## src/rtl/period_sel_pkg.sv

```systemverilog
package period_sel_pkg;
  typedef enum logic [1:0] {
    RND_NEAREST = 2'd0,
    RND_DOWN    = 2'd1,
    RND_UP      = 2'd2,
    RND_ALT     = 2'd3
  } round_e;

  typedef enum logic [1:0] {
    ST_IDLE = 2'd0,
    ST_SCAN = 2'd1,
    ST_PICK = 2'd2
  } state_e;
endpackage

```

## src/rtl/ps_cand_gen.sv

```systemverilog
module ps_cand_gen #(
  parameter int PW      = 32,
  parameter int CLK_N   = 4,
  parameter int SHIFT_N = 4,
  parameter int SEL_W   = $clog2(CLK_N),
  parameter int SH_W    = $clog2(SHIFT_N)
) (
  input  logic [CLK_N*PW-1:0] tab_i,
  input  logic [SEL_W-1:0]    sel_i,
  input  logic [SH_W-1:0]     shift_i,
  input  logic [SEL_W:0]      num_i,
  output logic [PW-1:0]       cand_o,
  output logic                vld_o
);
  logic [PW-1:0] tab_a [CLK_N];

  for (genvar k = 0; k < CLK_N; k++) begin : g_unpack
    assign tab_a[k] = tab_i[k*PW +: PW];
  end

  assign cand_o = tab_a[sel_i] << shift_i;
  assign vld_o  = {1'b0, sel_i} < num_i;
endmodule

```

## src/rtl/ps_bound_upd.sv

```systemverilog
module ps_bound_upd #(
  parameter int PW = 32
) (
  input  logic [PW-1:0] cand_i,
  input  logic          vld_i,
  input  logic [PW-1:0] req_i,
  input  logic [PW-1:0] ub_i,
  input  logic [PW-1:0] lb_i,
  output logic          take_ub_o,
  output logic          take_lb_o
);
  // strict compare against the bound: first candidate found wins on equality
  assign take_ub_o = vld_i && (cand_i < ub_i) && (cand_i >= req_i);
  assign take_lb_o = vld_i && (cand_i > lb_i) && (cand_i <= req_i);
endmodule

```

## src/rtl/ps_round_pick.sv

```systemverilog
module ps_round_pick
  import period_sel_pkg::*;
#(
  parameter int PW = 32
) (
  input  logic [PW-1:0] ub_i,
  input  logic [PW-1:0] lb_i,
  input  logic [PW-1:0] req_i,
  input  round_e        mode_i,
  output logic          use_ub_o
);
  logic [PW-1:0] dist_up, dist_dn;

  assign dist_up = ub_i - req_i;
  assign dist_dn = req_i - lb_i;

  always_comb begin
    unique case (mode_i)
      RND_UP:   use_ub_o = 1'b1;
      RND_DOWN: use_ub_o = 1'b0;
      default:  use_ub_o = dist_up < dist_dn;
    endcase
  end
endmodule

```

## src/rtl/period_select.sv

```systemverilog
module period_select
  import period_sel_pkg::*;
#(
  parameter int PW      = 32,
  parameter int CLK_N   = 4,
  parameter int SHIFT_N = 4,
  parameter int CFG_W   = 16,
  parameter int SEL_LSB = 3
) (
  input  logic                               clk_i,
  input  logic                               rst_ni,
  input  logic                               start_i,
  input  logic [PW-1:0]                      req_period_i,
  input  logic [1:0]                         round_mode_i,
  input  logic [$clog2(CLK_N):0]             num_clks_i,
  input  logic [CLK_N*PW-1:0]                clk_tab_i,
  input  logic [CFG_W-1:0]                   cfg_i,
  output logic                               busy_o,
  output logic                               done_o,
  output logic [PW-1:0]                      period_o,
  output logic [$clog2(CLK_N)-1:0]           clk_sel_o,
  output logic [$clog2(SHIFT_N)-1:0]         div_shift_o,
  output logic [CFG_W-1:0]                   cfg_o
);
  localparam int SEL_W  = $clog2(CLK_N);
  localparam int SH_W   = $clog2(SHIFT_N);
  localparam int SLOT_W = SEL_W + SH_W;
  localparam int SLOTS  = CLK_N * SHIFT_N;
  localparam int FLD_W  = SEL_W + SH_W;

  state_e                 st_q;
  logic [SLOT_W-1:0]      slot_q;
  logic [CLK_N*PW-1:0]    tab_q;
  logic [SEL_W:0]         num_q;
  round_e                 mode_q;
  logic [CFG_W-1:0]       cfg_q;
  logic [PW-1:0]          req_q, ub_q, lb_q;
  logic [SEL_W-1:0]       ub_sel_q, lb_sel_q;
  logic [SH_W-1:0]        ub_sh_q, lb_sh_q;

  // start-time bounds and clamp from the live inputs
  logic [PW-1:0]          tab_in_a [CLK_N];
  logic [SEL_W-1:0]       lb_init_sel;
  logic [PW-1:0]          ub_init, lb_init, req_clamp;

  for (genvar k = 0; k < CLK_N; k++) begin : g_tab_in
    assign tab_in_a[k] = clk_tab_i[k*PW +: PW];
  end

  assign lb_init_sel = SEL_W'(num_clks_i - 1'b1);
  assign ub_init     = tab_in_a[0] << SH_W'(SHIFT_N - 1);
  assign lb_init     = tab_in_a[lb_init_sel];

  always_comb begin
    req_clamp = req_period_i;
    if (req_clamp > ub_init) req_clamp = ub_init;
    if (req_clamp < lb_init) req_clamp = lb_init;
  end

  // candidate for the current slot: divider shift outer, clock index inner
  logic [SEL_W-1:0] slot_sel;
  logic [SH_W-1:0]  slot_sh;
  logic [PW-1:0]    cand;
  logic             cand_vld, take_ub, take_lb, use_ub;

  assign slot_sel = slot_q[SEL_W-1:0];
  assign slot_sh  = slot_q[SLOT_W-1:SEL_W];

  ps_cand_gen #(
    .PW(PW), .CLK_N(CLK_N), .SHIFT_N(SHIFT_N), .SEL_W(SEL_W), .SH_W(SH_W)
  ) i_cand (
    .tab_i   (tab_q),
    .sel_i   (slot_sel),
    .shift_i (slot_sh),
    .num_i   (num_q),
    .cand_o  (cand),
    .vld_o   (cand_vld)
  );

  ps_bound_upd #(.PW(PW)) i_bound (
    .cand_i    (cand),
    .vld_i     (cand_vld),
    .req_i     (req_q),
    .ub_i      (ub_q),
    .lb_i      (lb_q),
    .take_ub_o (take_ub),
    .take_lb_o (take_lb)
  );

  ps_round_pick #(.PW(PW)) i_pick (
    .ub_i     (ub_q),
    .lb_i     (lb_q),
    .req_i    (req_q),
    .mode_i   (mode_q),
    .use_ub_o (use_ub)
  );

  logic [SEL_W-1:0] pick_sel;
  logic [SH_W-1:0]  pick_sh;
  logic [CFG_W-1:0] cfg_new;

  assign pick_sel = use_ub ? ub_sel_q : lb_sel_q;
  assign pick_sh  = use_ub ? ub_sh_q  : lb_sh_q;

  always_comb begin
    cfg_new = cfg_q;
    cfg_new[SEL_LSB +: FLD_W] = '0;
    cfg_new[SEL_LSB +: SEL_W] = pick_sel;
    cfg_new[SEL_LSB + SEL_W +: SH_W] = pick_sh;
  end

  always_ff @(posedge clk_i or negedge rst_ni) begin
    if (!rst_ni) begin
      st_q     <= ST_IDLE;
      slot_q   <= '0;
      tab_q    <= '0;
      num_q    <= '0;
      mode_q   <= RND_NEAREST;
      cfg_q    <= '0;
      req_q    <= '0;
      ub_q     <= '0;
      lb_q     <= '0;
      ub_sel_q <= '0;
      lb_sel_q <= '0;
      ub_sh_q  <= '0;
      lb_sh_q  <= '0;
    end else begin
      unique case (st_q)
        ST_IDLE: begin
          if (start_i) begin
            st_q     <= ST_SCAN;
            slot_q   <= '0;
            tab_q    <= clk_tab_i;
            num_q    <= num_clks_i;
            mode_q   <= round_e'(round_mode_i);
            cfg_q    <= cfg_i;
            req_q    <= req_clamp;
            ub_q     <= ub_init;
            ub_sel_q <= '0;
            ub_sh_q  <= SH_W'(SHIFT_N - 1);
            lb_q     <= lb_init;
            lb_sel_q <= lb_init_sel;
            lb_sh_q  <= '0;
          end
        end
        ST_SCAN: begin
          if (take_ub) begin
            ub_q     <= cand;
            ub_sel_q <= slot_sel;
            ub_sh_q  <= slot_sh;
          end
          if (take_lb) begin
            lb_q     <= cand;
            lb_sel_q <= slot_sel;
            lb_sh_q  <= slot_sh;
          end
          slot_q <= slot_q + 1'b1;
          if (slot_q == SLOT_W'(SLOTS - 1)) st_q <= ST_PICK;
        end
        default: st_q <= ST_IDLE;
      endcase
    end
  end

  always_ff @(posedge clk_i or negedge rst_ni) begin
    if (!rst_ni) begin
      done_o      <= 1'b0;
      period_o    <= '0;
      clk_sel_o   <= '0;
      div_shift_o <= '0;
      cfg_o       <= '0;
    end else begin
      done_o <= 1'b0;
      if (st_q == ST_PICK) begin
        done_o      <= 1'b1;
        period_o    <= use_ub ? ub_q : lb_q;
        clk_sel_o   <= pick_sel;
        div_shift_o <= pick_sh;
        cfg_o       <= cfg_new;
      end
    end
  end

  assign busy_o = st_q != ST_IDLE;
endmodule

```

## config.mk

```make
export PLATFORM = sky130hd
export DESIGN_NAME = period_select
export DESIGN_NICKNAME = d
export VERILOG_FILES = /design/src/rtl/period_sel_pkg.sv /design/src/rtl/ps_cand_gen.sv /design/src/rtl/ps_bound_upd.sv /design/src/rtl/ps_round_pick.sv /design/src/rtl/period_select.sv
export SDC_FILE = /design/constraint.sdc
export NUM_CORES = 1
export LEC_CHECK = 0
export ABC_AREA = 1
export CAP_MARGIN = 20
export CORE_MARGIN = 2
export CORE_UTILIZATION = 30
export DETAILED_ROUTE_END_ITERATION = 16
export PLACE_DENSITY = 0.59
export SETUP_SLACK_MARGIN = 0.1
export SYNTH_ARGS = -nofsm -noshare
export SYNTH_HDL_FRONTEND = slang
export SYNTH_SLANG_ARGS = --single-unit
```

## constraint.sdc

```tcl
create_clock -name clk_i -period 4.9 [get_ports clk_i]
set_input_delay 0.49 -clock clk_i [delete_from_list [all_inputs] [get_ports clk_i]]
set_output_delay 0.49 -clock clk_i [all_outputs]
set_load 0.005 [all_outputs]
```

==> results of run 1 <==
==> logic make-up after synthesis <==
kind of cell / after synthesis
buf+inv: 539
fa+ha+maj: 253
compound gates: 702
flops: 304
xor+xnor: 62
simple gates: 1388
==> worst paths after layout <==
path / end / from / slack [ns]
max in group asynchronous: done_o$_DFF_PN0_ / rst_ni / 3.34
min in group clk_i: num_q[2]$_DFFE_PN0P_ / num_q[2]$_DFFE_PN0P_ / 0.48
max: clk_sel_o[0]$_DFFE_PN0P_ / req_q[2]$_DFFE_PN0P_ / 0.32
min: period_o[8]$_DFFE_PN0P_ / rst_ni / 0.48
min reg2reg: num_q[2]$_DFFE_PN0P_ / num_q[2]$_DFFE_PN0P_ / 0.48
max reg2reg: clk_sel_o[0]$_DFFE_PN0P_ / req_q[2]$_DFFE_PN0P_ / 0.32
==> cell usage after synthesis (all sizes together), types with 2 or more instances <==
| cell type | instances | share of area |
|---|---|---|
| or2 | 2 | 0.00055 |
| inv | 385 | 0.063 |
| dfrtp | 304 | 0.33 |
| nor2 | 90 | 0.015 |
| o21ai | 410 | 0.090 |
| fa | 2 | 0.0017 |
| o31ai | 2 | 0.00065 |
| buf | 47 | 0.010 |
| xor2 | 40 | 0.015 |
| clkbuf | 105 | 0.017 |
| nand3 | 257 | 0.056 |
| o311ai | 2 | 0.00076 |
| nand2 | 986 | 0.16 |
| nor3 | 18 | 0.0039 |
| o211ai | 10 | 0.0033 |
| o22ai | 34 | 0.0093 |
| nand3b | 2 | 0.00065 |
| o2111ai | 2 | 0.00076 |
| a21boi | 5 | 0.0018 |
| o221ai | 6 | 0.0023 |
| xnor2 | 22 | 0.0084 |
| clkinv | 2 | 0.00033 |
| a211oi | 14 | 0.0048 |
| a21oi | 151 | 0.034 |
| o21a | 10 | 0.0033 |
| ha | 251 | 0.14 |
| a31oi | 40 | 0.011 |
| nand4 | 21 | 0.0057 |
| a21o | 6 | 0.0020 |
| nor4 | 6 | 0.0016 |
| o21bai | 6 | 0.0021 |
==> area by class of cell <==
class	count	area, µm²
Multi-Input combinational cell	2405	13400
Timing Repair Buffer	354	3450
Clock buffer	55	1080
Clock inverter	13	169
Sequential cell	304	7610
Inverter	387	1460
Fill cell	8055	47500
Tap cell	978	1220
==> state kept, by name, summed over array words and instances (netlist names) <==
name	flops
period_o	32
lb_sh_q	2
req_q	32
ub_sh_q	2
lb_q	32
tab_q	128
st_q	2
cfg_o	14
slot_q	4
lb_sel_q	2
ub_q	32
done_o	1
num_q	3
clk_sel_o	1
cfg_q	12
ub_sel_q	2
mode_q	2
div_shift_o	1
==> through the flow <==
step	util	instance area (µm²)	setup slack [ns]	cells
2_1_floorplan	-	22900	0.857	3248
3_3_place_gp	0.355	26900	0.0561	4420
3_5_place_dp	0.355	26900	0.0148	4420
4_1_cts	0.371	28200	0.113	4489
5_1_grt	0.374	28400	0.0734	4496
6_report	0.374	28400	0.322	4496
==> critical path, cell delays in order (launching register included) <==
cell      delay, ns
dfrtp_1        0.42
inv_1          0.09
ha_1           0.35
nand3_1        0.09
nand2_1        0.12
a21oi_2        0.08
o21ai_1        0.25
a21oi_2        0.14
o21ai_2        0.18
a21oi_2        0.09
o21ai_1        0.29
a21oi_2        0.13
o21bai_1       0.22
xor2_1         0.23
ha_1           0.27
a21oi_1        0.13
o21a_1         0.14
o221ai_2       0.13
a211oi_1       0.23
nand2_1        0.18
buf_4          0.18
buf_4          0.15
nand3_1        0.07
nand3_1        0.23
nand2_1        0.11
==> repair_timing <==
item	4_1_cts	5_1_grt
hold endpoints to repair	74	0
resized for setup	0	29
hold buffers	1	0
setup buffers	0	5
endpoints found under the setup margin	0	36
==> metal layers <==
layer / vias up / share of wire
li1: 11300 / -
met1: 10400 / 0.48
met2: 691 / 0.44
met3: 111 / 0.057
met4: 0 / 0.029
met5: - / 0
==> results.py, run 1 <==
metrics = {
    "yosys": {
        "synth-edff-count": 0,
        "async_reset_ff_frac": 1.00,
        "seq_area_frac_synth": 0.332,
        "synth_compound_area_frac": 0.167,
        "syn_nets": 3685,
        "synth_mux_area_frac": 0,
        "synth-warning-count": 0,
        "synth.distinct_cells": 59,
        "synthXorXnorAreaFrac": 0.0237,
        "synth-simple-area-share": 0.248,
        "synth_area_um2": 22900,
        "ys_ff_latch": 304,
        "synthAdderAreaFrac": 0.139,
        "synth_area_per_cell_um2": 7.06,
        "synth_top_family_by_area": "simple AND/OR/NAND/NOR gates",
        "syn_inst": 3248,
        "ys.flop_type": "dfrtp_1",
    },
    "setup_path": {
        "cp.arrival_ns": 5.08,
        "worst-r2r-cell-count": 24,
        "crit_type": "reg -> reg",
        "endpoint_kind": "flip-flop",
        "cp-start-kind": "flip-flop",
        "cp_max_fo": 5,
        "worstPathRequired_ns": 5.40,
    },
    "route": {
        "vias": 22500,
        "via_per_inst": 5.00,
        "dr.pass1.iters": 6,
        "ant_nets": 0,
        "wirelength_um": 81000,
        "drtIter0Drc": 1566,
        "drc": 0,
        "wire_per_inst_um": 18.0,
    },
    "cts": {
        "htree_levels": 2,
        "cts-root-buf": "clkbuf_16",
        "cts_max_path_buffers": 3,
        "numCtsBuffers": 38,
        "cts_tree": "built",
        "cts.sinks": 304,
        "worstSkewPairLatency_ns": 0.58,
        "cts.clk_slew.worst_paths_ns": 0.06,
    },
    "global_route": {
        "busiest_layer": "met2",
        "use_met1": 0.292,
        "grt_pass1_vias": 21600,
        "grt_pass1_wl_um": 125000,
        "grt_usage": 0.203,
        "grt_overflow_total": 0,
        "grt_util_met3": 0.0273,
        "met2_usage": 0.317,
        "antenna_found_initial": 0,
        "grt_max_degree": 122,
    },
    "floorplanning": {
        "core_um2": 75800,
        "die_area_um2": 78700,
        "initial_utilization": 0.302,
        "rows": 101,
        "io-pin-count": 238,
        "die_h_um": 280,
        "die_w_um": 280,
    },
    "layout": {
        "final_cell_mix": "nand2_1, inv_1, o21ai_0",
        "fin_nets": 3927,
        "drive_gt1_frac": 0.0682,
        "final_common_cell": "nand2_1",
        "n_antenna_cell": 0,
        "synthToLayoutAreaGrowth_pct": 23.7,
    },
    "placement": {
        "dp_hpwl_um": 62900,
        "gp_congestion": 0.932,
        "port_buffers": 233,
    },
    "sta": {
        "rsz0062_at_grt": "false",
        "fmax_mhz": 218,
        "worst_clock_skew_ns": 0.0388,
        "min_period_ns": 4.58,
        "hold_violations": 0,
        "final.hold.worst_slack_ns": 0.479,
        "final_max_slew_viol_count": 0,
        "slew_headroom": 0.284,
        "setup_viol": 0,
        "fin_setup_tns_ns": 0,
        "tightestPinTransition_ns": 1.07,
        "period_share": 0.934,
    },
    "job": {
        "maxCapViolCount": 0,
    },
    "outcome": {
        "outcome": "completed",
    },
    "min_path": {
        "hp-class": "in -> async",
    },
}
Power of run 1 is left out: the tool's default activity adds up to more than one toggle a clock period on the data nets, which glitch-free logic cannot reach.
==> inputs of run 2 (changes only) <==
--- a/config.mk
+++ b/config.mk
@@ -7,9 +7,10 @@
 export LEC_CHECK = 0
 export ABC_AREA = 1
 export CAP_MARGIN = 20
-export CORE_MARGIN = 2
+export CORE_MARGIN = 5
 export CORE_UTILIZATION = 30
 export DETAILED_ROUTE_END_ITERATION = 16
+export GPL_ROUTABILITY_DRIVEN = 1
 export PLACE_DENSITY = 0.59
 export SETUP_SLACK_MARGIN = 0.1
 export SYNTH_ARGS = -nofsm -noshare
==> run 2 against run 1 <==
Against the previous run:
- the run now ends with negative hold slack left
- clock skew shrank 0.017 ns
- first-iteration DRC count grew 9.6%
- sequential share of layout area about the same
- clock-buffer cell count fell by 1
- sequential cell count did not move
- core utilization about the same
- cell area increased by 0.11%
- worst hold slack got worse by 0.50 ns
==> results.py, run 2 (same netlist as run 1, synthesis figures left out) <==
metrics = {
    "global_route": {
        "antenna_found_initial": 0,
        "grt_pass1_wl_um": 127000,
        "grt_usage": 0.194,
        "grt_overflow_total": 0,
        "grt_pass1_vias": 22000,
        "grt_max_degree": 143,
    },
    "cts": {
        "cts_tree": "built",
        "cts_max_path_buffers": 3,
        "numCtsBuffers": 40,
        "cts.clk_slew.worst_paths_ns": 0.06,
        "htree_levels": 2,
        "cts_hold_buffers": 0,
        "worstSkewPairLatency_ns": 0.57,
        "cts.sinks": 304,
        "cts-root-buf": "clkbuf_16",
    },
    "sta": {
        "min_period_ns": 4.46,
        "final.hold.worst_slack_ns": -0.0247,
        "slew_headroom": 0.391,
        "hold_violations": 12,
        "rsz0062_at_grt": "false",
        "final_max_slew_viol_count": 0,
        "period_share": 0.911,
        "tightestPinTransition_ns": 0.914,
        "fmax_mhz": 224,
        "worst_slack_ns": 0.436,
        "fin_setup_tns_ns": 0,
        "setup_viol": 0,
        "worst_clock_skew_ns": 0.0219,
    },
    "layout": {
        "largest-register": "tab_q",
        "drive_gt1_frac": 0.0651,
        "multiInputGateArea_um2": 13300,
        "final_util": 0.375,
        "num-fill-cells": 8034,
        "n_antenna_cell": 0,
        "largest_reg_flops": 128,
        "seqCellArea_um2": 7610,
        "fin_nets": 3923,
        "final_common_cell": "nand2_1",
        "synthToLayoutAreaGrowth_pct": 23.8,
        "final_cell_mix": "nand2_1, inv_1, o21ai_0",
    },
    "floorplanning": {
        "die_w_um": 286,
        "rows": 101,
        "initial_utilization": 0.302,
        "io-pin-count": 238,
        "die_area_um2": 82100,
        "die_h_um": 286,
        "core_um2": 75800,
    },
    "setup_path": {
        "cp_max_fo": 9,
        "worstPathRequired_ns": 5.35,
        "slowest_delay_ns": 0.41,
        "cp.arrival_ns": 4.91,
        "endpoint_kind": "flip-flop",
        "slowest_stage": "dfrtp_1",
        "critical_path_buf_inv_count": 4,
        "cpLargestDelayFamily": "compound AO/OA/AOI/OAI gates",
        "crit_type": "reg -> reg",
        "cp-start-kind": "flip-flop",
    },
    "placement": {
        "gp_congestion": 0.883,
        "dp_hpwl_um": 63700,
        "place_ws_ns": 0.0470,
        "port_buffers": 233,
    },
    "min_path": {
        "hp-class": "in -> async",
    },
    "outcome": {
        "outcome": "finished, violations left",
        "violations": "negative hold slack",
    },
    "route": {
        "dr.pass1.iters": 5,
        "vias": 22600,
        "wire_per_inst_um": 18.3,
        "drc": 0,
        "drtIter0Drc": 1716,
        "via_per_inst": 5.03,
        "wirelength_um": 82400,
        "ant_nets": 0,
    },
    "job": {
        "maxCapViolCount": 0,
    },
}
## run 2: cell types whose count changed in the layout (fill, tap and decap cells not counted), moves of 2 or more
cell	delta
buf_12	+4
buf_4	-10
clkbuf_1	-2
clkbuf_16	+2
clkinv_4	+2
inv_6	+2
nand3_1	+3
nand3_2	-3
nor3_1	+2
nor3_2	-2
o21ai_1	+2
o21ai_2	-3
## run 2: layout make-up
cell class,instances,area share
flip-flops and latches,304,0.268
clock buffers,54,0.0392
repair buffers,348,0.122
multi-input cells,2405,0.469
clock inverters,17,0.00753
inverters,387,0.0512
well taps,978,0.0431
## run 2: worst paths after layout
path / start / endpoint / slack (ns) / cells after the start
min in group clk_i: num_clks_i[2] / num_q[2]$_DFFE_PN0P_ / 0.46 / 3
setup / recovery: req_q[0]$_DFFE_PN0P_ / period_o[2]$_DFFE_PN0P_ / 0.44 / 26
hold / removal: rst_ni / ub_q[7]$_DFFE_PN0P_ / -0.02 / 1
hold reg to reg: tab_q[62]$_DFFE_PN0P_ / tab_q[62]$_DFFE_PN0P_ / 0.48 / 2
setup reg to reg: req_q[0]$_DFFE_PN0P_ / period_o[2]$_DFFE_PN0P_ / 0.44 / 26
max in group asynchronous: rst_ni / done_o$_DFF_PN0_ / 3.75 / 2
## run 2: repair_timing
| item | in CTS | in global routing |
|---|---|---|
| endpoints found under the setup margin | 0 | 36 |
| resized for setup | 0 | 18 |
| setup buffers | 0 | 4 |
## run 2: per-layer routing
layer  vias to the layer above  GRT usage  routed length [µm]
li1                      11200          -                   -
met1                     10600      0.281               39100
met2                       673      0.304               35900
met3                       121     0.0276                5030
met4                         0     0.0527                2320
met5                         -          0                   0
## run 2: stage by stage
step           area [µm²]  instances  hold slack, ns
3_3_place_gp        26900       4415           0.463
3_5_place_dp        26900       4415           0.466
6_report            28400       4493         -0.0247
4_1_cts             28200       4486          0.0269
5_1_grt             28400       4493          0.0309
2_1_floorplan       22900       3248           0.194
## run 2: worst register-to-register path, delay by kind of cell, from the launching register on
family / cells / cell delay [ns]
AO/OA/AOI/OAI: 11 / 1.76
XOR/XNOR: 1 / 0.15
adder cells (fa/ha/maj): 3 / 0.84
buffers and inverters: 4 / 0.49
flip-flops: 1 / 0.41
AND/OR/NAND/NOR: 7 / 0.68
Power of run 2 is left out for the same reason.
